--- config.mk ---
export PLATFORM = sky130hd
export DESIGN_NAME = xd_top
export DESIGN_NICKNAME = d
export VERILOG_FILES = /design/src/rtl/xd_pkg.sv /design/src/rtl/xd_prefix_hold.sv /design/src/rtl/xd_reg_map.sv /design/src/rtl/xd_field_dec.sv /design/src/rtl/xd_top.sv
export SDC_FILE = /design/constraint.sdc
export NUM_CORES = 1
export LEC_CHECK = 0
export ABC_AREA = 1
export CAP_MARGIN = 15
export CORE_MARGIN = 2
export CORE_UTILIZATION = 39
export DETAILED_ROUTE_END_ITERATION = 10
export PLACE_DENSITY_LB_ADDON = 0.2
export SYNTH_ARGS = -nofsm -noshare
export SYNTH_HDL_FRONTEND = slang
export SYNTH_SLANG_ARGS = --single-unit
--- constraint.sdc ---
create_clock -name clk -period 2.3 [get_ports clk]
set_input_delay 0.46 -clock clk [delete_from_list [all_inputs] [get_ports clk]]
set_output_delay 0.46 -clock clk [all_outputs]
set_load 0.01 [all_outputs]
--- src/rtl/xd_pkg.sv ---
`timescale 1ns/1ps
package xd_pkg;
  localparam int HW_W  = 16;
  localparam int TAG_W = 5;
  localparam int PAY_W = HW_W - TAG_W;

  localparam logic [TAG_W-1:0] MAJ_PREFIX = 5'b11110;
  localparam logic [TAG_W-1:0] MAJ_RRR    = 5'b11100;
  localparam logic [TAG_W-1:0] MAJ_RR     = 5'b11101;
  localparam logic [TAG_W-1:0] MAJ_SHIFT  = 5'b00110;
  localparam logic [TAG_W-1:0] MAJ_CMPI   = 5'b01110;

  typedef enum logic [2:0] {
    CL_OTHER = 3'd0, CL_RRR = 3'd1, CL_RR = 3'd2, CL_SHIFT = 3'd3, CL_CMPI = 3'd4
  } op_class_e;

  typedef enum logic [3:0] {
    AL_ADD = 4'd0, AL_SUB = 4'd1, AL_DADD = 4'd2, AL_DSUB = 4'd3,
    AL_SLT = 4'd4, AL_SLTU = 4'd5, AL_NEG = 4'd6, AL_AND = 4'd7,
    AL_OR = 4'd8, AL_XOR = 4'd9, AL_NOT = 4'd10, AL_SLL = 4'd11,
    AL_SRL = 4'd12, AL_SRA = 4'd13, AL_DSLL = 4'd14, AL_NOP = 4'd15
  } alu_op_e;

  typedef enum logic [1:0] {
    RS_ZERO = 2'd0, RS_MAP = 2'd1, RS_CMP = 2'd2
  } reg_src_e;
endpackage

--- src/rtl/xd_prefix_hold.sv ---
`timescale 1ns/1ps
module xd_prefix_hold
  import xd_pkg::*;
(
  input  logic             clk,
  input  logic             rst_n,
  input  logic             in_valid,
  input  logic [HW_W-1:0]  in_data,
  output logic             is_pfx,
  output logic             pfx_vld,
  output logic [PAY_W-1:0] pfx_q
);
  logic             vld_d;
  logic [PAY_W-1:0] pay_d;
  logic             pay_en;

  assign is_pfx = (in_data[HW_W-1 -: TAG_W] == MAJ_PREFIX);
  assign pay_en = in_valid && is_pfx;

  always_comb begin
    vld_d = pfx_vld;
    pay_d = pfx_q;
    if (in_valid) begin
      vld_d = is_pfx;
      if (is_pfx) pay_d = in_data[PAY_W-1:0];
    end
  end

  always_ff @(posedge clk or negedge rst_n) begin
    if (!rst_n) pfx_vld <= 1'b0;
    else        pfx_vld <= vld_d;
  end

  always_ff @(posedge clk or negedge rst_n) begin
    if (!rst_n)      pfx_q <= '0;
    else if (pay_en) pfx_q <= pay_d;
  end

  p_prefix_held_r1: assert property (@(posedge clk) disable iff (!rst_n)
    (in_valid && is_pfx) |=> (pfx_vld && pfx_q == $past(in_data[PAY_W-1:0])));

  p_prefix_consumed_r2: assert property (@(posedge clk) disable iff (!rst_n)
    (in_valid && !is_pfx) |=> !pfx_vld);

  p_prefix_kept_r1: assert property (@(posedge clk) disable iff (!rst_n)
    !in_valid |=> ($stable(pfx_vld) && $stable(pfx_q)));
endmodule

--- src/rtl/xd_reg_map.sv ---
`timescale 1ns/1ps
module xd_reg_map
  import xd_pkg::*;
#(
  parameter int REG_W   = 5,
  parameter int CMP_REG = 24
) (
  input  reg_src_e         kind,
  input  logic [2:0]       code,
  output logic [REG_W-1:0] idx
);
  localparam logic [REG_W-1:0] LOW0 = REG_W'(16);
  localparam logic [REG_W-1:0] LOW1 = REG_W'(17);

  always_comb begin
    unique case (kind)
      RS_MAP: begin
        if (code == 3'd0)      idx = LOW0;
        else if (code == 3'd1) idx = LOW1;
        else                   idx = REG_W'(code);
      end
      RS_CMP:  idx = REG_W'(CMP_REG);
      default: idx = '0;
    endcase
  end
endmodule

--- src/rtl/xd_field_dec.sv ---
`timescale 1ns/1ps
module xd_field_dec
  import xd_pkg::*;
(
  input  logic             dec_en,
  input  logic [HW_W-1:0]  hw,
  input  logic             ext,
  input  logic [PAY_W-1:0] pay,
  output op_class_e        cls,
  output alu_op_e          alu,
  output reg_src_e         kind_a,
  output reg_src_e         kind_b,
  output reg_src_e         kind_d,
  output logic [2:0]       code_a,
  output logic [2:0]       code_b,
  output logic [2:0]       code_d,
  output logic             wr_cmp,
  output logic [15:0]      imm,
  output logic             illegal
);
  logic [2:0] f_x, f_y, f_z;
  logic [TAG_W-1:0] major;
  logic [5:0] shamt;

  assign major = hw[HW_W-1 -: TAG_W];
  assign f_x   = hw[10:8];
  assign f_y   = hw[7:5];
  assign f_z   = hw[4:2];

  always_comb begin
    cls = CL_OTHER; alu = AL_NOP; wr_cmp = 1'b0; imm = '0; illegal = 1'b0;
    kind_a = RS_ZERO; kind_b = RS_ZERO; kind_d = RS_ZERO;
    code_a = f_x; code_b = f_y; code_d = f_x;
    shamt = '0;
    if (dec_en) begin
      unique case (major)
        MAJ_RRR: begin
          cls = CL_RRR; kind_a = RS_MAP; kind_b = RS_MAP; kind_d = RS_MAP;
          code_d = f_z;
          unique case (hw[1:0])
            2'b01: alu = AL_ADD;
            2'b11: alu = AL_SUB;
            2'b00: alu = AL_DADD;
            default: alu = AL_DSUB;
          endcase
        end
        MAJ_RR: begin
          cls = CL_RR; kind_a = RS_MAP; kind_b = RS_MAP; kind_d = RS_MAP;
          unique case (hw[4:0])
            5'b00010: begin alu = AL_SLT;  kind_d = RS_CMP; wr_cmp = 1'b1; end
            5'b00011: begin alu = AL_SLTU; kind_d = RS_CMP; wr_cmp = 1'b1; end
            5'b01011: begin alu = AL_NEG; kind_a = RS_ZERO; end
            5'b01100: alu = AL_AND;
            5'b01101: alu = AL_OR;
            5'b01110: alu = AL_XOR;
            5'b01111: begin alu = AL_NOT; kind_a = RS_ZERO; end
            default: begin
              cls = CL_OTHER; kind_a = RS_ZERO; kind_b = RS_ZERO; kind_d = RS_ZERO;
            end
          endcase
        end
        MAJ_SHIFT: begin
          cls = CL_SHIFT; kind_a = RS_MAP; kind_d = RS_MAP;
          code_a = f_y;
          unique case (hw[1:0])
            2'b00: alu = AL_SLL;
            2'b10: alu = AL_SRL;
            2'b11: alu = AL_SRA;
            default: alu = AL_DSLL;
          endcase
          if (ext) shamt = {(hw[1:0] == 2'b01) && pay[5], pay[10:6]};
          else     shamt = {3'b000, f_z};
          imm = {10'd0, shamt};
        end
        MAJ_CMPI: begin
          cls = CL_CMPI; alu = AL_XOR; kind_a = RS_MAP; kind_d = RS_CMP;
          wr_cmp = 1'b1;
          if (ext) imm = {pay[4:0], pay[10:5], hw[4:0]};
          else     imm = {8'd0, hw[7:0]};
        end
        default: ;
      endcase
      if (ext && cls != CL_SHIFT && cls != CL_CMPI) begin
        illegal = 1'b1; cls = CL_OTHER; alu = AL_NOP; wr_cmp = 1'b0; imm = '0;
        kind_a = RS_ZERO; kind_b = RS_ZERO; kind_d = RS_ZERO;
      end
    end
  end
endmodule

--- src/rtl/xd_top.sv ---
`timescale 1ns/1ps
module xd_top
  import xd_pkg::*;
#(
  parameter int REG_W   = 5,
  parameter int CMP_REG = 24
) (
  input  logic             clk,
  input  logic             rst_n,
  input  logic             hw_valid,
  input  logic [15:0]      hw_data,
  output logic             op_valid,
  output logic [2:0]       op_class,
  output logic [3:0]       alu_op,
  output logic [REG_W-1:0] src_a,
  output logic [REG_W-1:0] src_b,
  output logic [REG_W-1:0] dst,
  output logic             wr_cmp,
  output logic [15:0]      imm,
  output logic             illegal
);
  localparam int NPORT = 3;

  logic             is_pfx, pfx_vld;
  logic [PAY_W-1:0] pfx_q;
  op_class_e        cls;
  alu_op_e          alu;
  reg_src_e         kind [NPORT];
  logic [2:0]       code [NPORT];
  logic [REG_W-1:0] idx  [NPORT];

  xd_prefix_hold u_hold (
    .clk(clk), .rst_n(rst_n), .in_valid(hw_valid), .in_data(hw_data),
    .is_pfx(is_pfx), .pfx_vld(pfx_vld), .pfx_q(pfx_q)
  );

  assign op_valid = hw_valid && !is_pfx;

  xd_field_dec u_dec (
    .dec_en(op_valid), .hw(hw_data), .ext(pfx_vld), .pay(pfx_q),
    .cls(cls), .alu(alu),
    .kind_a(kind[0]), .kind_b(kind[1]), .kind_d(kind[2]),
    .code_a(code[0]), .code_b(code[1]), .code_d(code[2]),
    .wr_cmp(wr_cmp), .imm(imm), .illegal(illegal)
  );

  for (genvar g = 0; g < NPORT; g++) begin : g_map
    xd_reg_map #(.REG_W(REG_W), .CMP_REG(CMP_REG)) u_map (
      .kind(kind[g]), .code(code[g]), .idx(idx[g])
    );
  end

  assign op_class = cls;
  assign alu_op   = alu;
  assign src_a    = idx[0];
  assign src_b    = idx[1];
  assign dst      = idx[2];

  p_illegal_after_prefix_r10: assert property (@(posedge clk) disable iff (!rst_n)
    illegal |-> (pfx_vld && op_valid));

  p_cmp_dest_r5: assert property (@(posedge clk) disable iff (!rst_n)
    (op_valid && wr_cmp) |-> (dst == REG_W'(CMP_REG)));

  p_idle_quiet_r2: assert property (@(posedge clk) disable iff (!rst_n)
    !op_valid |-> (op_class == 3'd0 && !wr_cmp && !illegal && imm == 16'd0));

  p_ext_imm_r8: assert property (@(posedge clk) disable iff (!rst_n)
    (op_valid && op_class == 3'd4 && pfx_vld) |-> (imm[15:11] == pfx_q[4:0]));

  p_ext_shamt_r7: assert property (@(posedge clk) disable iff (!rst_n)
    (op_valid && op_class == 3'd3 && pfx_vld) |-> (imm[4:0] == pfx_q[10:6]));
endmodule

==> results of run 1 <==
==> kinds of logic after synthesis <==
logic type               Yosys count  share of synthesized area
AND/OR/NAND/NOR                  121                      0.382
flip-flops                        12                      0.216
buffers and inverters             46                      0.131
AO/OA/AOI/OAI                     46                      0.178
other                              1                    0.00270
adder cells (fa/ha/maj)           10                     0.0901
==> path summary, 6_finish.rpt <==
| check | from | to | slack, ns | depth (start not counted) |
|---|---|---|---|---|
| hold reg to reg | u_hold.pfx_q[4] | u_hold.pfx_q[4] | 0.49 | 2 |
| hold / removal | u_hold.pfx_q[4] | u_hold.pfx_q[4] | 0.49 | 2 |
| setup / recovery | hw_data[13] | dst[1] | -0.46 | 17 |
| max in group asynchronous | rst_n | u_hold.pfx_q[6] | 1.41 | 1 |
| min in group asynchronous | rst_n | u_hold.pfx_q[4] | 0.53 | 1 |
| setup reg to reg | u_hold.pfx_vld | u_hold.pfx_vld | 1.39 | 3 |
==> metrics by stage <==
step / TNS (ns) / setup slack, ns / std cells / hold WS (ns)
after floorplan: -0.00655 / -0.00655 / 237 / 0.164
after global placement: -29.54 / -1.16 / 388 / 0.466
after detailed placement: -30.38 / -1.21 / 388 / 0.473
after CTS: -2.36 / -0.352 / 410 / 0.492
after global routing: -4.74 / -0.530 / 418 / 0.520
final: -3.21 / -0.461 / 418 / 0.493
==> synth_stat cells (2+ instances only) <==
cell      count  area, um^2
a211oi_1      3        22.5
a21oi_1       9        45.0
buf_4         2        15.0
clkbuf_1      3        11.3
dfrtp_1      12         300
ha_1         10         125
inv_1        34         128
inv_2         5        18.8
nand2_1      58         218
nand2_2       5        31.3
nand3_1      13        65.1
nor2_1       34         128
nor2_2        5        31.3
nor2_4        3        33.8
o21ai_0      29         145
o22ai_1       3        18.8
==> sequential cells by signal, summed over array words and instances (netlist names) <==
signal	count
u_hold.pfx_q	11
u_hold.pfx_vld	1
==> power by group through the flow <==
| stage | Sequential, mW | Clock, mW | Combinational (mW) |
|---|---|---|---|
| 2_1_floorplan | 0.265 | 0 | 0.110 |
| 3_3_place_gp | 0.269 | 0 | 0.235 |
| 3_5_place_dp | 0.271 | 0 | 0.241 |
| 4_1_cts | 0.267 | 0.172 | 0.269 |
| 5_1_grt | 0.272 | 0.182 | 0.350 |
| 6_report | 0.269 | 0.173 | 0.328 |
==> per-layer routing <==
| layer | vias up | global-route usage |
|---|---|---|
| li1 | 1016 | - |
| met3 | 47 | 0.0286 |
| met2 | 128 | 0.518 |
| met4 | 0 | 0.0897 |
| met1 | 1036 | 0.322 |
| met5 | - | 0 |
==> worst reg2reg max path: stages, from the launching register on <==
cell and delay, ns:
dfrtp_1 0.36, clkinv_1 0.13, buf_4 0.19, o21ai_0 0.16
==> cell type report <==
type	instances	area (um^2)	area share
clock buffers	4	36.3	0.0123
inverters	40	174	0.0589
multi-input cells	179	1270	0.430
flip-flops and latches	12	300	0.102
well taps	46	57.6	0.0195
repair buffers	137	1120	0.378
==> timing repair <==
item                       CTS  global route
pin swaps                   23            29
resized for setup          184            82
setup endpoints to repair   39            27
buffers inserted            18            16
==> reports/metrics.cfg, run 1 <==
[run_status]
status=finished with violations
violations=negative setup slack

[clock_network]
clock_latency_ns=0.28
tritoncts=yes
cts_buffers=3
cts-htree-levels=1
cts.clk_slew.worst_paths_ns=0.08
clkSinkCount=12
clk_path_buf_depth=2
root_buffer=clkbuf_4
hold_buffers=0

[worst_hold_path]
hold_class=flip-flop to flip-flop

[finish]
layout_common_cells=buf_4, nand2_1, nor2_1, o21ai_0, buf_2
fillCellCount=170
layout_commonest_cell=buf_4
area_growth_syn_to_layout_pct=113
final_util=0.871
layout.nets=402
drive_above_1_share=0.527
diodes=0
design_area_mm2=0.00295

[route]
wl_per_cell_um=16.9
routed_via_density=5.33
met3_length_um=476
antenna_left=0
wl_met1_mm=2.64
drc=0
top_layer=met4
dr.first_iter.drc_count=194
wl_mm=7.07
vias=2227
dr.pass1.iters=5
dr_wl_met2_mm=3.56

[worst_setup_path]
crit_slowest_cell=ha_4
crit_type=input pin to primary output
critPathMaxStageDelay_ns=0.23
cp_top_family=simple AND/OR/NAND/NOR gates
crit_chain=buf_4 -> nand2_8 -> nor2_4 -> nand2_4 -> and2_4 -> nand2_2 -> nand2_2 -> nor2_4 -> inv_4 -> nor2_4 -> inv_2 -> ha_4 -> inv_4 -> nand2_4 -> buf_6 -> nor2_2 -> buf_2
required_ns=1.84
startpoint_type=input pin
worst-path-buf-inv=6
cp-end-kind=primary output
critPathMaxFanout=3
cp_common_cell=nor2_4
arrival_ns=2.30

[placed_design]
hpwl_mm=3.79
portBuffers=57
place_congestion=0.895
post_dp_cell_area_mm2=0.00247

[power]
power.switching_mw=0.274
ir_drop_uv=179
clkPwrFrac=0.224
p_int_mw=0.496
powerDensity_mw_per_mm2=261
power_switching_share=0.356
seqPwrFrac=0.349
p_total_mw=0.770
pwr-share-comb=0.426
leakage_nw=1.53

[timing]
maxSlewViolCount=0
rsz0062_at_grt=true
fmaxAchievable_mhz=362
finalSetupViolations=16
hold_viol_final=0
final.setup_skew_ns=0
slew_headroom=0.633
tightest_slew_ns=0.549
postLayoutSetupSlackWorst_ns=-0.461
period_share=1.20
fin_crit_ns=2.76

[global_routing]
antenna_found_initial=0
grt_pass1_wl_mm=9.03
grt_max_degree=24
grt.total_usage=0.276
gr-total-overflow=0
grt_pass1_vias=2038

[logic_synthesis]
synth_seq_cells=12
synth_edf_count=0
syn_area_per_cell_um2=5.88
ys_warn_count=0
synth-main-ff-cell=dfrtp_1
syn-cell-area_mm2=0.00139
synth_cells=236
yosys.cell_types.count=24
async_flop_share=1.00
ys_seq_area_frac=0.216

[run]
maxCapViolations=0

[die]
die_width_um=63.7
core_area_mm2=0.00339
io_pins=60
row_count=21
dieArea_mm2=0.00405
chipHeight_um=63.7
initial_utilization=0.410

No activity file was read; power rests on OpenSTA's default activity.
==> run 2: changes to the inputs <==
CORE_MARGIN = 8   (was 2)
==> reports/metrics.cfg, run 2 (same netlist as run 1, synthesis figures left out) <==
[timing]
fin_tns_setup_ns=-3.14  ; +0.0664 ns
fin_crit_ns=2.70  ; -0.0616 ns
tightest_slew_ns=0.533  ; -0.0160 ns
period_share=1.17  ; -0.0268
fmaxAchievable_mhz=370  ; +2.3%
hold_viol_final=0  ; unchanged
postLayoutSetupSlackWorst_ns=-0.399  ; +0.0616 ns
timing.hold.ws_ns=0.496  ; +0.00291 ns
maxSlewViolCount=0  ; unchanged
slew_headroom=0.644  ; +0.0107
final.setup_skew_ns=0  ; unchanged
rsz0062_at_grt=true
finalSetupViolations=21  ; +5

[finish]
seq_area_um2=300  ; unchanged
drive_above_1_share=0.544  ; +0.0167
multiInputGateArea_mm2=0.00127  ; +0.30%
reg_top3=u_hold.pfx_q: 11 flops, u_hold.pfx_vld: 1 flops
largest_reg_flops=11  ; unchanged
layout_common_cells=buf_4, nand2_1, nor2_1, buf_2, inv_1
regMostFlops=u_hold.pfx_q
area_growth_syn_to_layout_pct=114
fillCellCount=166  ; -2.4%
final_util=0.879  ; +0.00738
fin_cells=425  ; +1.7%
layout.nets=410  ; +2.0%
diodes=0  ; unchanged
layout_commonest_cell=buf_4

[worst_setup_path]
reg2regPathDepth=3  ; unchanged
arrival_ns=2.24  ; -0.06 ns
cp-end-kind=primary output
crit_type=input pin to primary output
startpoint_type=input pin
crit_start=hw_data[1]
critPathMaxFanout=4  ; +1
required_ns=1.84  ; about the same
r2r-start=u_hold.pfx_vld

[clock_network]
tritoncts=yes
clkSinkCount=12  ; unchanged
root_buffer=clkbuf_4
cts.clk_slew.worst_paths_ns=0.07  ; about the same
cts-htree-levels=1  ; unchanged
clock_latency_ns=0.29  ; about the same
clk_path_buf_depth=2  ; unchanged
hold_buffers=0  ; unchanged
cts_buffers=3  ; unchanged

[power]
seqPwrFrac=0.363  ; +0.014
power_switching_share=0.371  ; +0.0144
p_int_mw=0.466  ; -6.0%
power.switching_mw=0.274  ; about the same
powerDensity_mw_per_mm2=249  ; -4.7%
leakage_nw=1.56  ; +1.7%
clkPwrFrac=0.186  ; -0.038
ir_drop_uv=146  ; -18%
pwr-share-comb=0.451  ; +0.025

[global_routing]
grt_pass1_wl_mm=9.51  ; +5.4%
antenna_found_initial=0  ; unchanged
gr-total-overflow=0  ; unchanged
grt_pass1_vias=2141  ; +5.1%
grt_max_degree=24  ; unchanged
grt.total_usage=0.214  ; -0.0622

[die]
die_width_um=75.7  ; +19%
chipHeight_um=75.7  ; +19%
io_pins=60  ; unchanged
dieArea_mm2=0.00573  ; +41%
row_count=21  ; unchanged
core_area_mm2=0.00339  ; unchanged
initial_utilization=0.410  ; unchanged

[route]
dr.pass1.iters=5  ; unchanged
routed_via_density=5.43  ; +1.8%
dr.first_iter.drc_count=175  ; -9.8%
drc=0  ; unchanged
antenna_left=0  ; unchanged
wl_mm=7.50  ; +6.1%
vias=2306  ; +3.5%
wl_per_cell_um=17.6  ; +4.4%

[run_status]
violations=negative setup slack
status=finished with violations

[worst_hold_path]
holdPathStages=2  ; unchanged
min_from=u_hold.pfx_q[1]
hold_class=flip-flop to flip-flop

[placed_design]
place_inst=388  ; unchanged
hpwl_mm=4.16  ; +9.8%
place_congestion=0.946  ; +5.7%
portBuffers=57  ; unchanged
place_ws_ns=-1.20  ; +0.00160 ns

[run]
maxCapViolations=0  ; unchanged

[run 2: changes by cell type in the layout (fill, tap and decap cells not counted), moves of 4 or more]
cell     change
nand2_1      -5
buf_4        +7
o21ai_1      +4
nand3_2      +5
nor2_1       +5
o21ai_0      -4
[run 2: metrics by stage]
step	cell area (um^2)	power, mW
3_5_place_dp	2470	0.512
5_1_grt	2980	0.769
3_3_place_gp	2470	0.507
2_1_floorplan	1470	0.375
4_1_cts	2780	0.674
6_report	2980	0.741
[run 2: path summary, 6_finish.rpt]
| check | slack [ns] | end |
|---|---|---|
| setup / recovery | -0.40 | dst[0] |
| hold / removal | 0.50 | u_hold.pfx_q[1] |
| setup reg to reg | 1.33 | u_hold.pfx_vld |
| hold reg to reg | 0.50 | u_hold.pfx_q[1] |
| max in group asynchronous | 1.44 | u_hold.pfx_q[6] |
| min in group asynchronous | 0.51 | u_hold.pfx_q[0] |
[run 2: power groups by stage]
stage	clock network, mW	registers [mW]	logic (mW)
floorplan	0	0.265	0.110
global placement	0	0.269	0.238
global route	0.141	0.271	0.357
CTS	0.127	0.266	0.281
detailed placement	0	0.270	0.242
finish	0.138	0.269	0.334
[run 2: metal layers]
| layer | share of wire | vias to the layer above | GRT usage |
|---|---|---|---|
| met5 | 0 | - | 0 |
| met1 | 0.37 | 1086 | 0.234 |
| met3 | 0.073 | 40 | 0.0263 |
| met2 | 0.51 | 148 | 0.396 |
| met4 | 0.049 | 0 | 0.100 |
| li1 | - | 1032 | - |
[run 2: cell type report]
class                      count  area share
clock buffer                   3     0.00756
inverter                      40      0.0555
multi-input combinational    179       0.427
sequential                    12       0.101
tap                           46      0.0193
timing repair buffer         145       0.389
[run 2: repair_timing]
item                                    CTS  global route
endpoints found under the setup margin   39            33
buffers inserted                         26            13
gates cloned                              0             0
pin swaps                                37            27
resized for setup                       185            87
[run 2: critical path, stage by stage]
cell and delay [ns]:
buf_8 0.11, buf_6 0.11, ha_4 0.16, o21ai_2 0.17, nand2_1 0.07, nand2_1 0.08, nand2_1 0.08, a21oi_2 0.20
nor2_4 0.05, inv_2 0.07, ha_4 0.20, inv_2 0.06, nand2_4 0.05, a211oi_2 0.17, buf_2 0.17
